### config.mk
export PLATFORM = sky130hd
export DESIGN_NAME = sar_seq_ctrl
export DESIGN_NICKNAME = d
export VERILOG_FILES = /design/src/rtl/sar_seq_pkg.sv /design/src/rtl/sar_sync.sv /design/src/rtl/sar_search.sv /design/src/rtl/sar_out_fmt.sv /design/src/rtl/sar_seq_ctrl.sv
export SDC_FILE = /design/constraint.sdc
export NUM_CORES = 1
export LEC_CHECK = 0
export ABC_AREA = 0
export BUFFER_PORTS_ARGS = -buffer_cell sky130_fd_sc_hd__buf_4
export CAP_MARGIN = 20
export CORE_AREA = 2 2 77 57
export CTS_CLUSTER_SIZE = 20
export DETAILED_ROUTE_END_ITERATION = 7
export DIE_AREA = 0 0 79 59
export PLACE_DENSITY_LB_ADDON = 0.15
export SLEW_MARGIN = 20
export SYNTH_ARGS = -nofsm -noshare
export SYNTH_HDL_FRONTEND = slang
export SYNTH_HIERARCHICAL = 1
export SYNTH_SLANG_ARGS = --single-unit
### constraint.sdc
create_clock -name clk -period 3.69 [get_ports clk]
set_input_delay 0.369 -clock clk [delete_from_list [all_inputs] [get_ports clk]]
set_output_delay 0.369 -clock clk [all_outputs]
set_load 0.02 [all_outputs]
### src/rtl/sar_seq_pkg.sv
package sar_seq_pkg;
  typedef enum logic [2:0] {
    PH_IDLE = 3'd0,
    PH_ACQ  = 3'd1,
    PH_CONV = 3'd2,
    PH_DONE = 3'd3,
    PH_READ = 3'd4
  } phase_e;
endpackage

### src/rtl/sar_sync.sv
module sar_sync #(
  parameter int             W       = 2,
  parameter int             STAGES  = 2,
  parameter logic [W-1:0]   RST_VAL = '0
) (
  input  logic         clk,
  input  logic         rst_n,
  input  logic [W-1:0] d,
  output logic [W-1:0] q
);
  logic [W-1:0] stg_q [STAGES];

  always_ff @(posedge clk or negedge rst_n) begin
    if (!rst_n) begin
      for (int i = 0; i < STAGES; i++) stg_q[i] <= RST_VAL;
    end else begin
      stg_q[0] <= d;
      for (int i = 1; i < STAGES; i++) stg_q[i] <= stg_q[i-1];
    end
  end

  assign q = stg_q[STAGES-1];
endmodule

### src/rtl/sar_search.sv
module sar_search #(
  parameter int RES = 16
) (
  input  logic           clk,
  input  logic           rst_n,
  input  logic           start,
  input  logic           keep,
  output logic [RES-1:0] code,
  output logic           busy,
  output logic           done
);
  localparam logic [RES-1:0] TOP_BIT = {1'b1, {(RES-1){1'b0}}};

  logic [RES-1:0] code_q, code_d;
  logic [RES-1:0] mask_q, mask_d;
  logic           busy_q, busy_d;
  logic           done_q, done_d;

  always_comb begin
    code_d = code_q;
    mask_d = mask_q;
    busy_d = busy_q;
    done_d = 1'b0;
    if (start) begin
      code_d = TOP_BIT;
      mask_d = TOP_BIT;
      busy_d = 1'b1;
    end else if (busy_q) begin
      if (!keep) code_d = code_q & ~mask_q;
      if (mask_q[0]) begin
        busy_d = 1'b0;
        done_d = 1'b1;
      end else begin
        code_d = code_d | (mask_q >> 1);
        mask_d = mask_q >> 1;
      end
    end
  end

  always_ff @(posedge clk or negedge rst_n) begin
    if (!rst_n) begin
      code_q <= '0;
      mask_q <= '0;
      busy_q <= 1'b0;
      done_q <= 1'b0;
    end else begin
      code_q <= code_d;
      mask_q <= mask_d;
      busy_q <= busy_d;
      done_q <= done_d;
    end
  end

  assign code = code_q;
  assign busy = busy_q;
  assign done = done_q;

  AST_SEARCH_SEED: assert property (@(posedge clk) disable iff (!rst_n) start |=> (code_q == TOP_BIT));
  AST_DONE_PULSE: assert property (@(posedge clk) disable iff (!rst_n) done_q |=> !done_q);
  AST_SINGLE_TRIAL: assert property (@(posedge clk) disable iff (!rst_n) $onehot0(mask_q));
  AST_RESULT_FROZEN: assert property (@(posedge clk) disable iff (!rst_n) (!busy_q && !start) |=> $stable(code_q));
endmodule

### src/rtl/sar_out_fmt.sv
module sar_out_fmt #(
  parameter int RES     = 16,
  parameter bit BIPOLAR = 1'b1
) (
  input  logic [RES-1:0]   trial,
  input  logic             hben,
  input  logic             oe,
  output logic [RES-1:0]   dac_code,
  output logic [RES/2-1:0] data_out
);
  localparam int BW = RES / 2;

  generate
    if (BIPOLAR) begin : g_twos
      assign dac_code = {~trial[RES-1], trial[RES-2:0]};
    end else begin : g_straight
      assign dac_code = trial;
    end
  endgenerate

  always_comb begin
    data_out = '0;
    if (oe) data_out = hben ? trial[RES-1:BW] : trial[BW-1:0];
  end
endmodule

### src/rtl/sar_seq_ctrl.sv
module sar_seq_ctrl #(
  parameter int RES          = 16,
  parameter bit BIPOLAR      = 1'b1,
  parameter int SYNC_STAGES  = 2,
  parameter int CONV_MAX_CYC = 587
) (
  input  logic             clk,
  input  logic             rst_n,
  input  logic             cs_n,
  input  logic             rd_conv,
  input  logic             hi_byte_sel,
  input  logic             cmp_keep,
  output logic             eoc_n,
  output logic [RES/2-1:0] data_out,
  output logic             data_oe,
  output logic             track_en,
  output logic             ref_en,
  output logic [RES-1:0]   dac_code
);
  import sar_seq_pkg::*;

  localparam int CNT_W = $clog2(CONV_MAX_CYC + 1);
  localparam logic [CNT_W-1:0] CNT_MAX = CNT_W'(CONV_MAX_CYC);

  logic [1:0] sync_q;
  logic       cs_s, rc_s;
  logic       cs_prev_q;
  logic       cs_fall, cs_rise;

  sar_sync #(.W(2), .STAGES(SYNC_STAGES), .RST_VAL(2'b01)) u_sync (
    .clk   (clk),
    .rst_n (rst_n),
    .d     ({rd_conv, cs_n}),
    .q     (sync_q)
  );

  assign cs_s    = sync_q[0];
  assign rc_s    = sync_q[1];
  assign cs_fall = cs_prev_q & ~cs_s;
  assign cs_rise = ~cs_prev_q & cs_s;

  phase_e           phase_q, phase_d;
  logic             track_q, track_d;
  logic             ref_q, ref_d;
  logic             shut_q, shut_d;
  logic             eoc_q, eoc_d;
  logic             oe_q, oe_d;
  logic [CNT_W-1:0] cnt_q, cnt_d;
  logic             srch_start, srch_busy, srch_done;
  logic [RES-1:0]   trial;

  assign srch_start = (phase_q == PH_ACQ) && cs_fall;

  sar_search #(.RES(RES)) u_search (
    .clk   (clk),
    .rst_n (rst_n),
    .start (srch_start),
    .keep  (cmp_keep),
    .code  (trial),
    .busy  (srch_busy),
    .done  (srch_done)
  );

  sar_out_fmt #(.RES(RES), .BIPOLAR(BIPOLAR)) u_fmt (
    .trial    (trial),
    .hben     (hi_byte_sel),
    .oe       (oe_q),
    .dac_code (dac_code),
    .data_out (data_out)
  );

  always_comb begin
    phase_d = phase_q;
    track_d = track_q;
    ref_d   = ref_q;
    shut_d  = shut_q;
    eoc_d   = eoc_q;
    oe_d    = oe_q;
    case (phase_q)
      PH_IDLE: if (cs_fall && !rc_s) begin
        phase_d = PH_ACQ;
        track_d = 1'b1;
        ref_d   = 1'b1;
      end
      PH_ACQ: if (cs_fall) begin
        phase_d = PH_CONV;
        track_d = 1'b0;
        shut_d  = rc_s;
      end
      PH_CONV: if (srch_done) begin
        phase_d = PH_DONE;
        eoc_d   = 1'b0;
        if (shut_q) ref_d = 1'b0;
      end
      PH_DONE: if (cs_fall && rc_s) begin
        phase_d = PH_READ;
        oe_d    = 1'b1;
      end
      PH_READ: if (cs_rise) begin
        phase_d = PH_IDLE;
        oe_d    = 1'b0;
        eoc_d   = 1'b1;
      end
      default: phase_d = PH_IDLE;
    endcase
  end

  always_comb begin
    cnt_d = '0;
    if (phase_q == PH_CONV) cnt_d = (cnt_q == CNT_MAX) ? cnt_q : cnt_q + 1'b1;
  end

  always_ff @(posedge clk or negedge rst_n) begin
    if (!rst_n) begin
      phase_q   <= PH_IDLE;
      track_q   <= 1'b0;
      ref_q     <= 1'b0;
      shut_q    <= 1'b0;
      eoc_q     <= 1'b1;
      oe_q      <= 1'b0;
      cnt_q     <= '0;
      cs_prev_q <= 1'b1;
    end else begin
      phase_q   <= phase_d;
      track_q   <= track_d;
      ref_q     <= ref_d;
      shut_q    <= shut_d;
      eoc_q     <= eoc_d;
      oe_q      <= oe_d;
      cnt_q     <= cnt_d;
      cs_prev_q <= cs_s;
    end
  end

  assign eoc_n    = eoc_q;
  assign data_oe  = oe_q;
  assign track_en = track_q;
  assign ref_en   = ref_q;

  AST_REF_DURING_TRACK: assert property (@(posedge clk) disable iff (!rst_n) track_q |-> ref_q);
  AST_CONV_DEADLINE: assert property (@(posedge clk) disable iff (!rst_n) (phase_q == PH_CONV) |-> (cnt_q < CNT_MAX));
  AST_OE_NEEDS_EOC: assert property (@(posedge clk) disable iff (!rst_n) oe_q |-> !eoc_q);
  AST_BUS_QUIET: assert property (@(posedge clk) disable iff (!rst_n) (track_q || srch_busy) |-> (!oe_q && data_out == '0));
  AST_EOC_RELEASE: assert property (@(posedge clk) disable iff (!rst_n) $rose(eoc_q) |-> $past(cs_rise));
endmodule

==> out/summary.txt <==
NetSw - 0.784 mW
Multiplexer share of the synthesized area - 4.22%
Complex-gate fraction of the synthesized area - 16.6%
Total track usage - 21.3%
Tmin final - 2360 ps
Resized Gates After CTS - 0
Clock Pin Slew Worst Setup and Hold Paths - 90 ps
Setup violators final - 0
Clk sink count - 47
CP endpoint kind - flip-flop
DRC - 0
Clock Power Share - 15.1%
Number of global-route vias before repair - 1,457
Synth top area cells - dfrtp_1, a32o_1, o32ai_1
Max_cap viols - 0
Starting DRT DRC Count - 182
Post-DP Area - 2370 sq um
Antenna violations before repair - 0
Launching point of the worst reg2reg path - cs_prev_q
CP startpoint kind - flip-flop
Layout cell share with drive strength beyond 1 - 24.2%
Max-Slew Margin vs Limit - 38.8%
Synth Area per Inst - 11.3 sq um
Slew Limit Fails - 0
R2R cell count - 5
Maximum buffer depth of the clock tree - 2
Die height - 59 um
Status - finished, final reports clean
H-tree Lvls - 2
Switching share of power - 40.0%
Post-CTS Setup Bufs - 0
Required @ worst endpoint - 3870 ps
Yosys top cell area share - 47.7%
Die area - 4660 sq um
Starting density of the core - 58.5%
Syn nets - 205
Most frequent cells in the layout - dfrtp_1, buf_4, inv_1, nand3b_1, o32ai_1
Post-Syn Area - 2250 sq um
# hold bufs at CTS - 0
Worst VDD drop - 0.471 mV
DR WL/cell - 17.1 um
Pleak - 1.08 nW
Fin crit share - 64.1%
CP max FO - 22
Seq pwr share - 47.9%
Reg2reg end - u_search/code[4]
Pre-CTS WS - 1340 ps
Number of buffers created by CTS - 5
Post-synthesis sequential area ratio - 52.4%
First-pass GRT wire length - 7420 um
RSZ-0062 raised after global routing - false
Number of port buffers - 33
Reg-to-reg slack, setup - 1330 ps
Die W - 79 um
Synth Area in Simple Gates - 14.3%
Net count, final - 216
TritonCTS clock tree - yes
Crit path DAT - 2540 ps
Comb power frac - 37.0%
Final Routed Wirelength - 4500 um
Overflow after GRT - 0
Int Power - 1.18 mW
Vias - 1,560
Largest net degree at the start of global routing - 48
Sum Neg Setup Slack - 0 ps
Pre-Repair DR Iteration Count - 5
Final setup margin - 1330 ps
Synth unique cells - 41
Row count - 19
Post-DP HPWL - 3170 um
#FFs+latches synth - 47
Post-synthesis adder-cell area fraction - 0%
IO Pins - 34
Final Hold Fails - 0
Area grow syn2layout - 9.10%
Largest family of logic cells by synthesized area - compound AO/OA/AOI/OAI gates
Worst slew pin tran - 914 ps
Skew final - 10.9 ps
F_max - 423 MHz
Xor/xnor cell area share of the yosys netlist - 0%
Warnings from Yosys - 6
Routability cong. - 0.928
Vias per cell - 5.93
Routed Antenna Nets - 0
PwrDens - 798 nW/um^2
Final Cell Area - 2460 sq um
Synth Instances - 199
Commonest non-fill, non-tap cell in the layout - dfrtp_1
Root Buffer - clkbuf_8
Biggest area consumer among synthesized cells - dfrtp_1
Worst skew pair latency - 290 ps
Worst Hold Class - in -> async
Placeable Area - 3850 sq um
Setup CP Type - reg -> reg
Antenna diode count - 0
per-layer routing:
layer  vias to the layer above  share of wire, %  routed length (um)  track usage (%)
met3                         2               7.4                 334             5.03
met4                         0              0.51                  23             5.91
met5                         -                 0                   0                0
met1                       784                48                2140             32.4
li1                        723                 -                   -                -
met2                        51                44                2000             31.0
worst max-delay path by stage:
| stage | startpoint | end | slack [ps] | cells after the start |
|---|---|---|---|---|
| after floorplan | u_sync/q[0] | u_search/code[0] | 1840 | 7 |
| after global placement | cs_prev_q | u_search/code[5] | 1440 | 5 |
| after detailed placement | cs_prev_q | u_search/code[1] | 1340 | 5 |
| after CTS | cs_prev_q | u_search/code[4] | 1320 | 5 |
| after global routing | cs_prev_q | u_search/code[4] | 1080 | 5 |
| final | cs_prev_q | u_search/code[4] | 1330 | 5 |
cells by family (layout without fill, tap and decap cells):
logic type,count (synthesis),after routing
and+or+nand+nor,46,46
buffers and inverters,52,64
DFF,47,47
muxes,9,9
AOI/OAI and AO/OA,45,45
power groups by stage:
stage / Combinational (mW) / Sequential, mW / Clock (mW)
2_1_floorplan: 0.636 / 0.854 / 0
3_3_place_gp: 0.695 / 0.931 / 0
3_5_place_dp: 0.720 / 0.945 / 0
4_1_cts: 0.722 / 0.934 / 0.303
5_1_grt: 0.793 / 0.969 / 0.325
6_report: 0.727 / 0.940 / 0.296
critical path: stages (launching register included):
cell and delay, ps:
dfstp_2 580, nand3b_2 110, or3_4 360, inv_1 460, inv_1 410, a32o_1 330
Yosys cell counts:
cell,instances
o32ai_1,15
nor2b_1,12
o21ai_0,1
mux2i_1,8
nand4bb_1,1
buf_6,2
o21ai_1,2
and3_1,1
or3_4,1
o21a_1,1
nand3_1,1
dfrtp_1,43
a31oi_1,1
clkbuf_1,4
a21o_1,1
nand3b_1,15
a211oi_1,1
mux2_4,1
a21oi_1,5
nor2_1,2
buf_2,7
nor3_1,1
o22ai_1,1
or3b_1,1
or2_2,1
nor3b_2,1
nand4_1,1
a221oi_1,1
nand3b_2,1
o211a_1,1
or2b_1,1
nor4_1,1
nand2b_1,3
a32o_1,14
inv_1,21
dfstp_2,4
inv_2,1
or3_1,1
nand2_1,1
buf_4,17
a41oi_1,1
final cells by class:
| type | count | area (sq um) |
|---|---|---|
| tap | 52 | 65.1 |
| multi-input combinational | 100 | 791 |
| timing repair buffer | 34 | 255 |
| fill | 310 | 1390 |
| clock buffer | 6 | 72.6 |
| inverter | 22 | 82.6 |
| clock inverter | 2 | 12.5 |
| sequential | 47 | 1180 |
per-stage QoR:
stage	power [mW]	instances	utilization (%)	hold WS, ps
floorplan	1.49	199	-	73.4
global placement	1.63	254	61.5	333
detailed placement	1.67	254	61.5	347
CTS	1.96	262	63.7	80.8
global route	2.09	263	63.9	110
finish	1.96	263	63.9	67.8
sequential cells by signal, summed over array words and instances (netlist names):
| register | count |
|---|---|
| u_sync/q | 2 |
| cs_prev_q | 1 |
| u_search/code | 16 |
| data_oe | 1 |
| eoc_n | 1 |
| track_en | 1 |
| u_sync/stg_q | 2 |
| ref_en | 1 |
| phase_q | 3 |
| u_search/done | 1 |
| u_search/mask_q | 16 |
| shut_q | 1 |
| u_search/busy | 1 |
Note: power is estimated with default switching activity, not from simulation.
